===== config.mk =====
export PLATFORM = sky130hd
export DESIGN_NAME = ext_bus_seq
export DESIGN_NICKNAME = d
export VERILOG_FILES = /design/src/rtl/ebs_pkg.sv /design/src/rtl/ebs_zone_sel.sv /design/src/rtl/ebs_phase_ctrl.sv /design/src/rtl/ext_bus_seq.sv
export SDC_FILE = /design/constraint.sdc
export NUM_CORES = 1
export LEC_CHECK = 0
export BUFFER_PORTS_ARGS = -buffer_cell sky130_fd_sc_hd__buf_4
export CORE_MARGIN = 2
export CORE_UTILIZATION = 50
export CTS_CLUSTER_DIAMETER = 100
export CTS_CLUSTER_SIZE = 10
export DETAILED_ROUTE_END_ITERATION = 8
export GPL_ROUTABILITY_DRIVEN = 1
export GPL_TIMING_DRIVEN = 0
export PLACE_DENSITY = 0.9
export SLEW_MARGIN = 20
export SYNTH_ARGS = -nofsm -noshare
export SYNTH_HDL_FRONTEND = slang
export SYNTH_HIERARCHICAL = 1
export SYNTH_SLANG_ARGS = --single-unit

===== constraint.sdc =====
create_clock -name clk_i -period 3.6 [get_ports clk_i]
set_input_delay 0.54 -clock clk_i [delete_from_list [all_inputs] [get_ports clk_i]]
set_output_delay 0.54 -clock clk_i [all_outputs]
set_load 0.05 [all_outputs]

===== src/rtl/ebs_pkg.sv =====
package ebs_pkg;
  typedef enum logic [1:0] {PH_IDLE, PH_LEAD, PH_ACT, PH_TRAIL} phase_e;
endpackage


===== src/rtl/ebs_zone_sel.sv =====
module ebs_zone_sel #(
  parameter int NUM_ZONES = 3,
  parameter int ZSEL_W    = 2,
  parameter int LEAD_W    = 2,
  parameter int ACT_W     = 3,
  parameter int TRAIL_W   = 2,
  parameter int CFG_W     = 16
) (
  input  logic [ZSEL_W-1:0]          addr_hi_i,
  input  logic                       we_i,
  input  logic [NUM_ZONES*CFG_W-1:0] cfg_i,
  output logic [NUM_ZONES-1:0]       zone_oh_o,
  output logic [LEAD_W:0]            lead_len_o,
  output logic [ACT_W:0]             act_len_o,
  output logic [TRAIL_W:0]           trail_len_o,
  output logic                       use_rdy_o
);
  localparam int F_W     = LEAD_W + ACT_W + TRAIL_W;
  localparam int RL_LO   = 0;
  localparam int RA_LO   = LEAD_W;
  localparam int RT_LO   = LEAD_W + ACT_W;
  localparam int WL_LO   = F_W;
  localparam int WA_LO   = F_W + LEAD_W;
  localparam int WT_LO   = F_W + LEAD_W + ACT_W;
  localparam int DBL_BIT = 2 * F_W;
  localparam int RDY_BIT = 2 * F_W + 1;
  localparam logic [ZSEL_W-1:0] LAST_Z = ZSEL_W'(NUM_ZONES - 1);

  logic [CFG_W-1:0]   zcfg [NUM_ZONES];
  logic [ZSEL_W-1:0]  idx;
  logic [CFG_W-1:0]   sel;
  logic [LEAD_W-1:0]  lead;
  logic [ACT_W-1:0]   act;
  logic [TRAIL_W-1:0] trail;
  logic               dbl;

  // spare decode values fold onto the last zone
  assign idx = (addr_hi_i > LAST_Z) ? LAST_Z : addr_hi_i;

  for (genvar g = 0; g < NUM_ZONES; g++) begin : g_zone
    assign zcfg[g]      = cfg_i[g*CFG_W +: CFG_W];
    assign zone_oh_o[g] = (idx == ZSEL_W'(g));
  end

  assign sel   = zcfg[idx];
  assign lead  = we_i ? sel[WL_LO +: LEAD_W]  : sel[RL_LO +: LEAD_W];
  assign act   = we_i ? sel[WA_LO +: ACT_W]   : sel[RA_LO +: ACT_W];
  assign trail = we_i ? sel[WT_LO +: TRAIL_W] : sel[RT_LO +: TRAIL_W];
  assign dbl   = sel[DBL_BIT];
  assign use_rdy_o = sel[RDY_BIT];

  assign lead_len_o  = dbl ? {lead, 1'b0}  : {1'b0, lead};
  assign act_len_o   = dbl ? {act, 1'b0}   : {1'b0, act};
  assign trail_len_o = dbl ? {trail, 1'b0} : {1'b0, trail};
endmodule


===== src/rtl/ebs_phase_ctrl.sv =====
module ebs_phase_ctrl
  import ebs_pkg::*;
#(
  parameter int LEN_L_W = 3,
  parameter int LEN_A_W = 4,
  parameter int LEN_T_W = 3
) (
  input  logic               clk_i,
  input  logic               rst_ni,
  input  logic               start_i,
  input  logic [LEN_L_W-1:0] lead_len_i,
  input  logic [LEN_A_W-1:0] act_len_i,
  input  logic [LEN_T_W-1:0] trail_len_i,
  input  logic               use_rdy_i,
  input  logic               rdy_i,
  output phase_e             phase_o,
  output logic               act_last_o,
  output logic               done_o
);
  localparam int CNT_W0 = (LEN_L_W > LEN_A_W) ? LEN_L_W : LEN_A_W;
  localparam int CNT_W  = (CNT_W0 > LEN_T_W) ? CNT_W0 : LEN_T_W;
  localparam logic [CNT_W-1:0] ONE = CNT_W'(1);

  phase_e             phase_q;
  logic [CNT_W-1:0]   cnt_q;
  logic [LEN_A_W-1:0] act_q;
  logic [LEN_T_W-1:0] trail_q;
  logic               use_rdy_q;
  logic               done_q;
  logic               cnt_zero;
  logic               finish;

  assign cnt_zero   = (cnt_q == '0);
  assign act_last_o = (phase_q == PH_ACT) && cnt_zero && (!use_rdy_q || rdy_i);
  assign finish     = (act_last_o && (trail_q == '0)) ||
                      ((phase_q == PH_TRAIL) && cnt_zero);
  assign phase_o    = phase_q;
  assign done_o     = done_q;

  always_ff @(posedge clk_i or negedge rst_ni) begin
    if (!rst_ni) begin
      phase_q   <= PH_IDLE;
      cnt_q     <= '0;
      act_q     <= '0;
      trail_q   <= '0;
      use_rdy_q <= 1'b0;
      done_q    <= 1'b0;
    end else begin
      done_q <= finish;
      unique case (phase_q)
        PH_IDLE: if (start_i) begin
          act_q     <= act_len_i;
          trail_q   <= trail_len_i;
          use_rdy_q <= use_rdy_i;
          if (lead_len_i != '0) begin
            phase_q <= PH_LEAD;
            cnt_q   <= CNT_W'(lead_len_i) - ONE;
          end else begin
            phase_q <= PH_ACT;
            cnt_q   <= CNT_W'(act_len_i);
          end
        end
        PH_LEAD: begin
          if (cnt_zero) begin
            phase_q <= PH_ACT;
            cnt_q   <= CNT_W'(act_q);
          end else cnt_q <= cnt_q - ONE;
        end
        PH_ACT: begin
          if (!cnt_zero) cnt_q <= cnt_q - ONE;
          else if (act_last_o) begin
            if (trail_q != '0) begin
              phase_q <= PH_TRAIL;
              cnt_q   <= CNT_W'(trail_q) - ONE;
            end else phase_q <= PH_IDLE;
          end
        end
        PH_TRAIL: begin
          if (cnt_zero) phase_q <= PH_IDLE;
          else cnt_q <= cnt_q - ONE;
        end
        default: phase_q <= PH_IDLE;
      endcase
    end
  end

  // low ready at the last programmed cycle keeps the active phase
  a_r5_wait_holds: assert property (@(posedge clk_i) disable iff (!rst_ni)
    (phase_q == PH_ACT && cnt_zero && use_rdy_q && !rdy_i) |=> (phase_q == PH_ACT && cnt_zero));
  a_r5_rdy_ignored: assert property (@(posedge clk_i) disable iff (!rst_ni)
    (phase_q == PH_ACT && cnt_zero && !use_rdy_q) |=> (phase_q != PH_ACT));
  a_r3_lead_to_act: assert property (@(posedge clk_i) disable iff (!rst_ni)
    (phase_q == PH_LEAD && cnt_zero) |=> (phase_q == PH_ACT));
  a_r8_done_pulse: assert property (@(posedge clk_i) disable iff (!rst_ni)
    done_q |=> !done_q);
endmodule


===== src/rtl/ext_bus_seq.sv =====
module ext_bus_seq
  import ebs_pkg::*;
#(
  parameter int ADDR_W    = 16,
  parameter int DATA_W    = 16,
  parameter int NUM_ZONES = 3,
  parameter int LEAD_W    = 2,
  parameter int ACT_W     = 3,
  parameter int TRAIL_W   = 2,
  localparam int CFG_W    = 2 * (LEAD_W + ACT_W + TRAIL_W) + 2,
  localparam int ZSEL_W   = (NUM_ZONES > 1) ? $clog2(NUM_ZONES) : 1
) (
  input  logic                       clk_i,
  input  logic                       rst_ni,
  input  logic                       req_i,
  input  logic                       we_i,
  input  logic [ADDR_W-1:0]          addr_i,
  input  logic [DATA_W-1:0]          wdata_i,
  input  logic [NUM_ZONES*CFG_W-1:0] cfg_i,
  input  logic                       rdy_i,
  input  logic [DATA_W-1:0]          bus_data_i,
  output logic                       busy_o,
  output logic                       done_o,
  output logic [DATA_W-1:0]          rdata_o,
  output logic [NUM_ZONES-1:0]       cs_n_o,
  output logic                       rd_n_o,
  output logic                       wr_n_o,
  output logic [ADDR_W-1:0]          bus_addr_o,
  output logic [DATA_W-1:0]          bus_data_o,
  output logic                       bus_data_oe_o
);
  logic [NUM_ZONES-1:0] zone_oh, zone_q;
  logic [LEAD_W:0]      lead_len;
  logic [ACT_W:0]       act_len;
  logic [TRAIL_W:0]     trail_len;
  logic                 use_rdy;
  logic                 start;
  logic                 act_last;
  phase_e               phase;
  logic                 we_q;
  logic [ADDR_W-1:0]    addr_q;
  logic [DATA_W-1:0]    wdata_q, rdata_q;

  ebs_zone_sel #(
    .NUM_ZONES(NUM_ZONES), .ZSEL_W(ZSEL_W), .LEAD_W(LEAD_W),
    .ACT_W(ACT_W), .TRAIL_W(TRAIL_W), .CFG_W(CFG_W)
  ) u_zone (
    .addr_hi_i  (addr_i[ADDR_W-1 -: ZSEL_W]),
    .we_i       (we_i),
    .cfg_i      (cfg_i),
    .zone_oh_o  (zone_oh),
    .lead_len_o (lead_len),
    .act_len_o  (act_len),
    .trail_len_o(trail_len),
    .use_rdy_o  (use_rdy)
  );

  ebs_phase_ctrl #(
    .LEN_L_W(LEAD_W + 1), .LEN_A_W(ACT_W + 1), .LEN_T_W(TRAIL_W + 1)
  ) u_phase (
    .clk_i      (clk_i),
    .rst_ni     (rst_ni),
    .start_i    (start),
    .lead_len_i (lead_len),
    .act_len_i  (act_len),
    .trail_len_i(trail_len),
    .use_rdy_i  (use_rdy),
    .rdy_i      (rdy_i),
    .phase_o    (phase),
    .act_last_o (act_last),
    .done_o     (done_o)
  );

  assign start = req_i && (phase == PH_IDLE);

  always_ff @(posedge clk_i or negedge rst_ni) begin
    if (!rst_ni) begin
      zone_q  <= '0;
      we_q    <= 1'b0;
      addr_q  <= '0;
      wdata_q <= '0;
      rdata_q <= '0;
    end else begin
      if (start) begin
        zone_q  <= zone_oh;
        we_q    <= we_i;
        addr_q  <= addr_i;
        wdata_q <= wdata_i;
      end
      if (act_last && !we_q) rdata_q <= bus_data_i;
    end
  end

  assign busy_o        = (phase != PH_IDLE);
  assign cs_n_o        = busy_o ? ~zone_q : '1;
  assign rd_n_o        = !((phase == PH_ACT) && !we_q);
  assign wr_n_o        = !((phase == PH_ACT) && we_q);
  assign bus_addr_o    = addr_q;
  assign bus_data_o    = wdata_q;
  assign bus_data_oe_o = busy_o && we_q;
  assign rdata_o       = rdata_q;

  a_r1_one_cs: assert property (@(posedge clk_i) disable iff (!rst_ni)
    $onehot0(~cs_n_o));
  a_r6_excl_strobe: assert property (@(posedge clk_i) disable iff (!rst_ni)
    !(!rd_n_o && !wr_n_o));
  a_r6_strobe_in_cs: assert property (@(posedge clk_i) disable iff (!rst_ni)
    (!rd_n_o || !wr_n_o) |-> ($countones(~cs_n_o) == 1));
  a_r9_addr_hold: assert property (@(posedge clk_i) disable iff (!rst_ni)
    (busy_o && $past(busy_o)) |-> $stable(bus_addr_o));
endmodule


Word-level counts from Yosys, hierarchy flattened
Cells that the tools add are included.
- register bits: 67
- word-level logic and storage cells: 83
- output and inout port bits: 56
- input port bits: 101
- equal/unequal tests: 13
- reductions and logical operators: 25
- bitwise operators: 2
- add/sub/neg operators: 3
- mux-type cells: 27
- $lt $le $gt $ge: 2
- operators by type and width (operator ; number):
    16-bit binary-select mux with 2-bit select ; 1
    16-bit 2-to-1 mux ; 2
    4-bit 2-to-1 mux ; 8
    2-bit 2-to-1 mux ; 10
    4-bit case mux with 4 select lines ; 1
    3-bit 2-to-1 mux ; 4
    1-bit logical AND ; 9
    2-bit case mux with 4 select lines ; 1
    3-bit by 1-bit subtractor with 4-bit output (second input constant) ; 2
    2-bit == test (second input constant) ; 3
    2-bit by 1-bit != test with 1-bit output (second input constant) ; 3
    2-bit != test (second input constant) ; 3
    3-bit != test (second input constant) ; 2
    3-bit nonzero test ; 2
    5-bit AND reduction ; 1
    2-bit by 1-bit == test with 1-bit output (second input constant) ; 2
    1-bit logical NOT ; 4
    2-bit logical NOT ; 2
    4-bit logical NOT ; 1
    4-bit AND reduction ; 1
    4-bit by 1-bit subtractor with 4-bit output (second input constant) ; 1
    3-bit greater-or-equal comparator (second input constant) ; 1
    3-bit logical NOT ; 1
    2-bit NOT with 3-bit output ; 1
    other kinds (5) ; 6

Longest topological paths before layout
- depth in word-level cells: 12
- mapped depth: 12
- gate-level depth less buffers: 10

Modules after synthesis
Netlist, hierarchy kept.
- modules (own cells, without submodules) (module ; seq. area each (um2) ; cells an instance ; instances ; area each (um2)):
    ext_bus_seq ; 1301.2 ; 120 ; 1 ; 2152.1
    ebs_phase_ctrl ; 375.4 ; 102 ; 1 ; 972.2
    ebs_zone_sel ; 0.0 ; 43 ; 1 ; 529.3

Worst setup path after synthesis
No wires, ideal clock.
- kind: input -> register
- start: in addr_i[14]
- end: reg u_phase.cnt_q[2]
- cell stages on the path: 11
- path slack: 0.728 ns
- path buffers: 2
- library setup time: 0.129 ns
- required time: 3.471 ns
- data arrival time: 2.743 ns
- cells stage by stage: buf_6 -> buf_12 -> mux2_4 -> mux4_2 -> mux2_2 -> inv_1 -> ha_1 -> mux2_2 -> o21ai_0 -> o311a_1 -> o21ai_1
- word-level cells in the longest chain between the ends: 12
- elaborated cells between the ends (all ways): 15
- those cells by class: add/sub: 1; order compare: 1; mux: 11; bitwise: 1; reduce/logical: 1
- ends and longest elaborated chain (what ; RTL line ; text):
    from (decl) ; ext_bus_seq.sv:17 ; input logic [ADDR_W-1:0] addr_i,
    2-bit > comparator ; ebs_zone_sel.sv:38 ; assign idx = (addr_hi_i > LAST_Z) ? LAST_Z : addr_hi_i;
    2-bit 2-to-1 mux (*) ; ebs_zone_sel.sv:38 ;
    2-bit NOT with 3-bit output (not written as such) (*) ; ebs_zone_sel.sv:45 ; assign sel = zcfg[idx];
    16-bit binary-select mux with 2-bit select (*) ; ebs_zone_sel.sv:45 ;
    16-bit 2-to-1 mux (not written as such) (*) (2 in a row) ; ebs_zone_sel.sv:45 ;
    2-bit 2-to-1 mux ; ebs_zone_sel.sv:46 ; assign lead = we_i ? sel[WL_LO +: LEAD_W] : sel[RL_LO +: LEAD_W];
    3-bit 2-to-1 mux (*) ; ebs_zone_sel.sv:52 ; assign lead_len_o = dbl ? {lead, 1'b0} : {1'b0, lead};
    via lead_len[1] ; ext_bus_seq.sv:33 ; logic [LEAD_W:0] lead_len;
    3-bit by 1-bit subtractor with 4-bit output or 3-bit nonzero test (tied branches) ; ebs_phase_ctrl.sv:57, ebs_phase_ctrl.sv:55 ;
    4-bit 2-to-1 mux (*) ; ebs_phase_ctrl.sv:55 ; if (lead_len_i != '0) begin
    4-bit 2-to-1 mux (*) ; ebs_phase_ctrl.sv:51 ; PH_IDLE: if (start_i) begin
    4-bit case mux with 4 select lines (*) ; ebs_phase_ctrl.sv:50 ; unique case (phase_q)
    to (signal assigned) ; ebs_phase_ctrl.sv:57 ; cnt_q <= CNT_W'(lead_len_i) - ONE;
    to (signal assigned) ; ebs_phase_ctrl.sv:60 ; cnt_q <= CNT_W'(act_len_i);
    to (signal assigned) ; ebs_phase_ctrl.sv:66 ; cnt_q <= CNT_W'(act_q);
    to (decl) ; ebs_phase_ctrl.sv:25 ; logic [CNT_W-1:0] cnt_q;
Mark *: on every way through the listed nets, which the timed path passes. The rest lies on a longest branch. The select of a mux whose other input is x is not followed.
A chain may end at the register's enable or synchronous reset.

Final worst setup path
Same ends and word-level chain as after synthesis.

==> flow_metrics.tcl <==
set metrics [dict create \
    drive_gt1_frac 0.620 \
    cts_root_buf "clkbuf_8" \
    synthFlopType "dfrtp_1" \
    overflow 0 \
    numPortBuffers 156 \
    synth-xor-area-share 0.00479 \
    area_growth_pct 41.0 \
    crit_buf_inv 4 \
    cts_resized 0 \
    syn_area_um2 3650 \
    routedWlPerCell_um 16.8 \
    multi_input_area_um2 1790 \
    antenna_found_initial 0 \
    crit_type "input port to register" \
    timing.rr.end "rdata_o[13]" \
    synth_cell_type_count 44 \
    slew-limit-headroom 0.447 \
    die_x_um 89.5 \
    r2r_cells 8 \
    antenna_cells 0 \
    crit_chain "buf_4, buf_6, buf_12, mux2_4, mux4_2, mux2_2, inv_1, ha_1, mux2_2, o21ai_0, o311a_1, o21ai_1" \
    die_y_um 89.5 \
    regArea_um2 1680 \
    syn_inst 265 \
    yosysWarningCount 6 \
    synth_top_family_by_area "multiplexers" \
    cap_violations 0 \
    critPathCaptureType "register" \
    cp_data_arrival_time_ns 3.26 \
    tightestPinTransition_ns 0.830 \
    cp.required_ns 3.81 \
    power_density_nw_per_um2 932 \
    clk_latency_ns 0.34 \
    dr.pass1.iters 5 \
    synth.area.mux_share 0.329 \
    hp-class "input port to async pin" \
    slew_violations 0 \
    coreArea_um2 7180 \
    finalSetupViolCount 0 \
    clock_path_buffers 2 \
    ys_seq_elements 67 \
    viasPerCell 5.28 \
    crit_path_frequent_cell "mux2_2" \
    gp_congestion 0.858 \
    rsz0062_at_grt "false" \
    grt_max_degree 68 \
    setup_tns_ns 0 \
    cts_tree "built" \
    synth_compound_area_frac 0.0565 \
    irDropWorstVdd_uv 434 \
    synth-simple-area-share 0.0795 \
    drtAntennaViolNets 0 \
    cp-start-kind "input port" \
    grt_usage 0.228 \
    htreeDepth 3 \
    final_nets 539 \
    crit_fanout 10 \
    synth_adder_area_share 0.0205 \
    cts_made_buffers 9 \
    ios 157 \
    hold_buffers 0 \
    clk_pin_slew_ns 0.07 \
    route.detailed.drc 0 \
    place_hpwl_um 6930 \
    clock_skew_ns 0.0119 \
    vias 2832 \
    grt_pass1_wl_um 13800 \
    routed_wl_um 9030 \
    layout_common_cells "156 x buf_4, 67 x dfrtp_1, 36 x mux2_4, 36 x mux2_2, 13 x a21oi_1" \
    fillers 500 \
    clock_sinks 67 \
    finalCritPeriodShare 0.848 \
    synthArstFlopShare 1.00 \
    postLayoutCoreUtil 0.718 \
    postSynthAreaPerCell_um2 13.8 \
    initial_core_util 0.509 \
    max_stage_delay_ns 0.47 \
    fmax_mhz 328 \
    fp-row-count 31 \
    path_delay_family "multiplexers" \
    ys_seq_area_frac 0.459 \
    final_common_cell "buf_4" \
    grt_pass1_vias 2816 \
    timing_hold_violations_final 0 \
    drt_iter0_drc 177 \
    fin_crit_ns 3.05 \
    reg2reg_from "u_phase/cnt_q[0]" \
    post_cts_buffers 0 \
    status "finished, final reports clean" \
    synth_edf_count 0 \
    worst-r2r-setup-slack_ns 1.32 \
    die-area_um2 8010 \
    p_leak_nw 2.46 \
    synth_nets 372 \
    crit_slowest_cell "mux4_2" \
]
==> layout make-up <==
type | count | share of cell area
Inverter | 9 | 0.00656
Multi-Input combinational cell | 175 | 0.348
Timing Repair Buffer | 156 | 0.227
Clock inverter | 5 | 0.0119
Clock buffer | 11 | 0.0274
Sequential cell | 67 | 0.325
Tap cell | 99 | 0.0240
Buffer | 14 | 0.0291
==> worst max path at each step <==
| stage | start | endpoint | cells past startpoint |
|---|---|---|---|
| 3_3_place_gp | addr_i[14] | u_phase/cnt_q[2] | 12 |
| 6_report | addr_i[14] | u_phase/cnt_q[2] | 12 |
| 4_1_cts | addr_i[14] | u_phase/cnt_q[2] | 12 |
| 2_1_floorplan | addr_i[14] | u_phase/cnt_q[2] | 11 |
| 5_1_grt | we_i | u_phase/cnt_q[2] | 10 |
| 3_5_place_dp | addr_i[14] | u_phase/cnt_q[2] | 12 |
==> power by group <==
group / total, mW / internal (mW) / switching [mW] / leakage [nW]
combinational: 2.79 / 1.08 / 1.71 / 1.55
sequential: 1.38 / 1.12 / 0.257 / 0.805
clock: 0.633 / 0.343 / 0.291 / 0.104
total: 4.80 / 2.55 / 2.26 / 2.46
==> sequential cells by signal, summed over array words and instances (netlist names), 2 cells and up <==
| signal | cells |
|---|---|
| u_phase/trail_q | 3 |
| u_phase/cnt_q | 4 |
| zone_q | 3 |
| u_phase/phase_o | 2 |
| bus_data_o | 16 |
| u_phase/act_q | 4 |
| bus_addr_o | 16 |
| rdata_o | 16 |
==> synth_stat cells (2+ instances only) <==
library cell | instances | area share
a222oi_1 | 2 | 0.0055
clkbuf_1 | 4 | 0.0041
buf_6 | 4 | 0.012
o21ai_1 | 4 | 0.0055
nand2_1 | 9 | 0.0092
and2_1 | 5 | 0.0086
mux2_2 | 36 | 0.11
nand2b_1 | 2 | 0.0034
mux2_1 | 6 | 0.018
mux4_2 | 7 | 0.043
mux2_4 | 36 | 0.15
inv_1 | 8 | 0.0082
buf_12 | 4 | 0.022
o21ai_0 | 4 | 0.0055
ha_1 | 6 | 0.021
nor2b_1 | 7 | 0.012
nor2_1 | 7 | 0.0072
dfrtp_1 | 67 | 0.46
nor3_1 | 5 | 0.0068
nor4_1 | 2 | 0.0034
a211oi_1 | 2 | 0.0041
a21oi_1 | 13 | 0.018
buf_2 | 2 | 0.0027
nand3b_1 | 2 | 0.0041
xnor2_1 | 2 | 0.0048
==> kinds of logic after synthesis <==
kind of cell / count (synthesis)
and+or+nand+nor: 49
AOI/OAI and AO/OA: 31
muxes: 87
xor gates and xnor gates: 2
DFF: 67
buffers and inverters: 23
adders and majority gates: 6
==> per-layer routing <==
layer,up-vias,part of all wire,wire length (µm),global-route usage
met5,-,0,0,0
met4,0,0.016,144,0.0801
met3,21,0.083,747,0.0434
met2,169,0.52,4730,0.426
met1,1345,0.38,3410,0.256
li1,1297,-,-,-
==> metrics by stage <==
stage	setup WS (ns)	hold slack (ns)	instance area, µm²	total power, mW	std cells
floorplan	0.728	0.244	3650	3.32	265
global placement	0.386	0.474	4950	4.08	520
detailed placement	0.307	0.477	4950	4.16	520
CTS	0.637	0.327	5150	4.81	536
global route	0.493	0.377	5150	5.02	536
finish	0.548	0.297	5150	4.80	536
No activity file was read; power rests on OpenSTA's default activity.
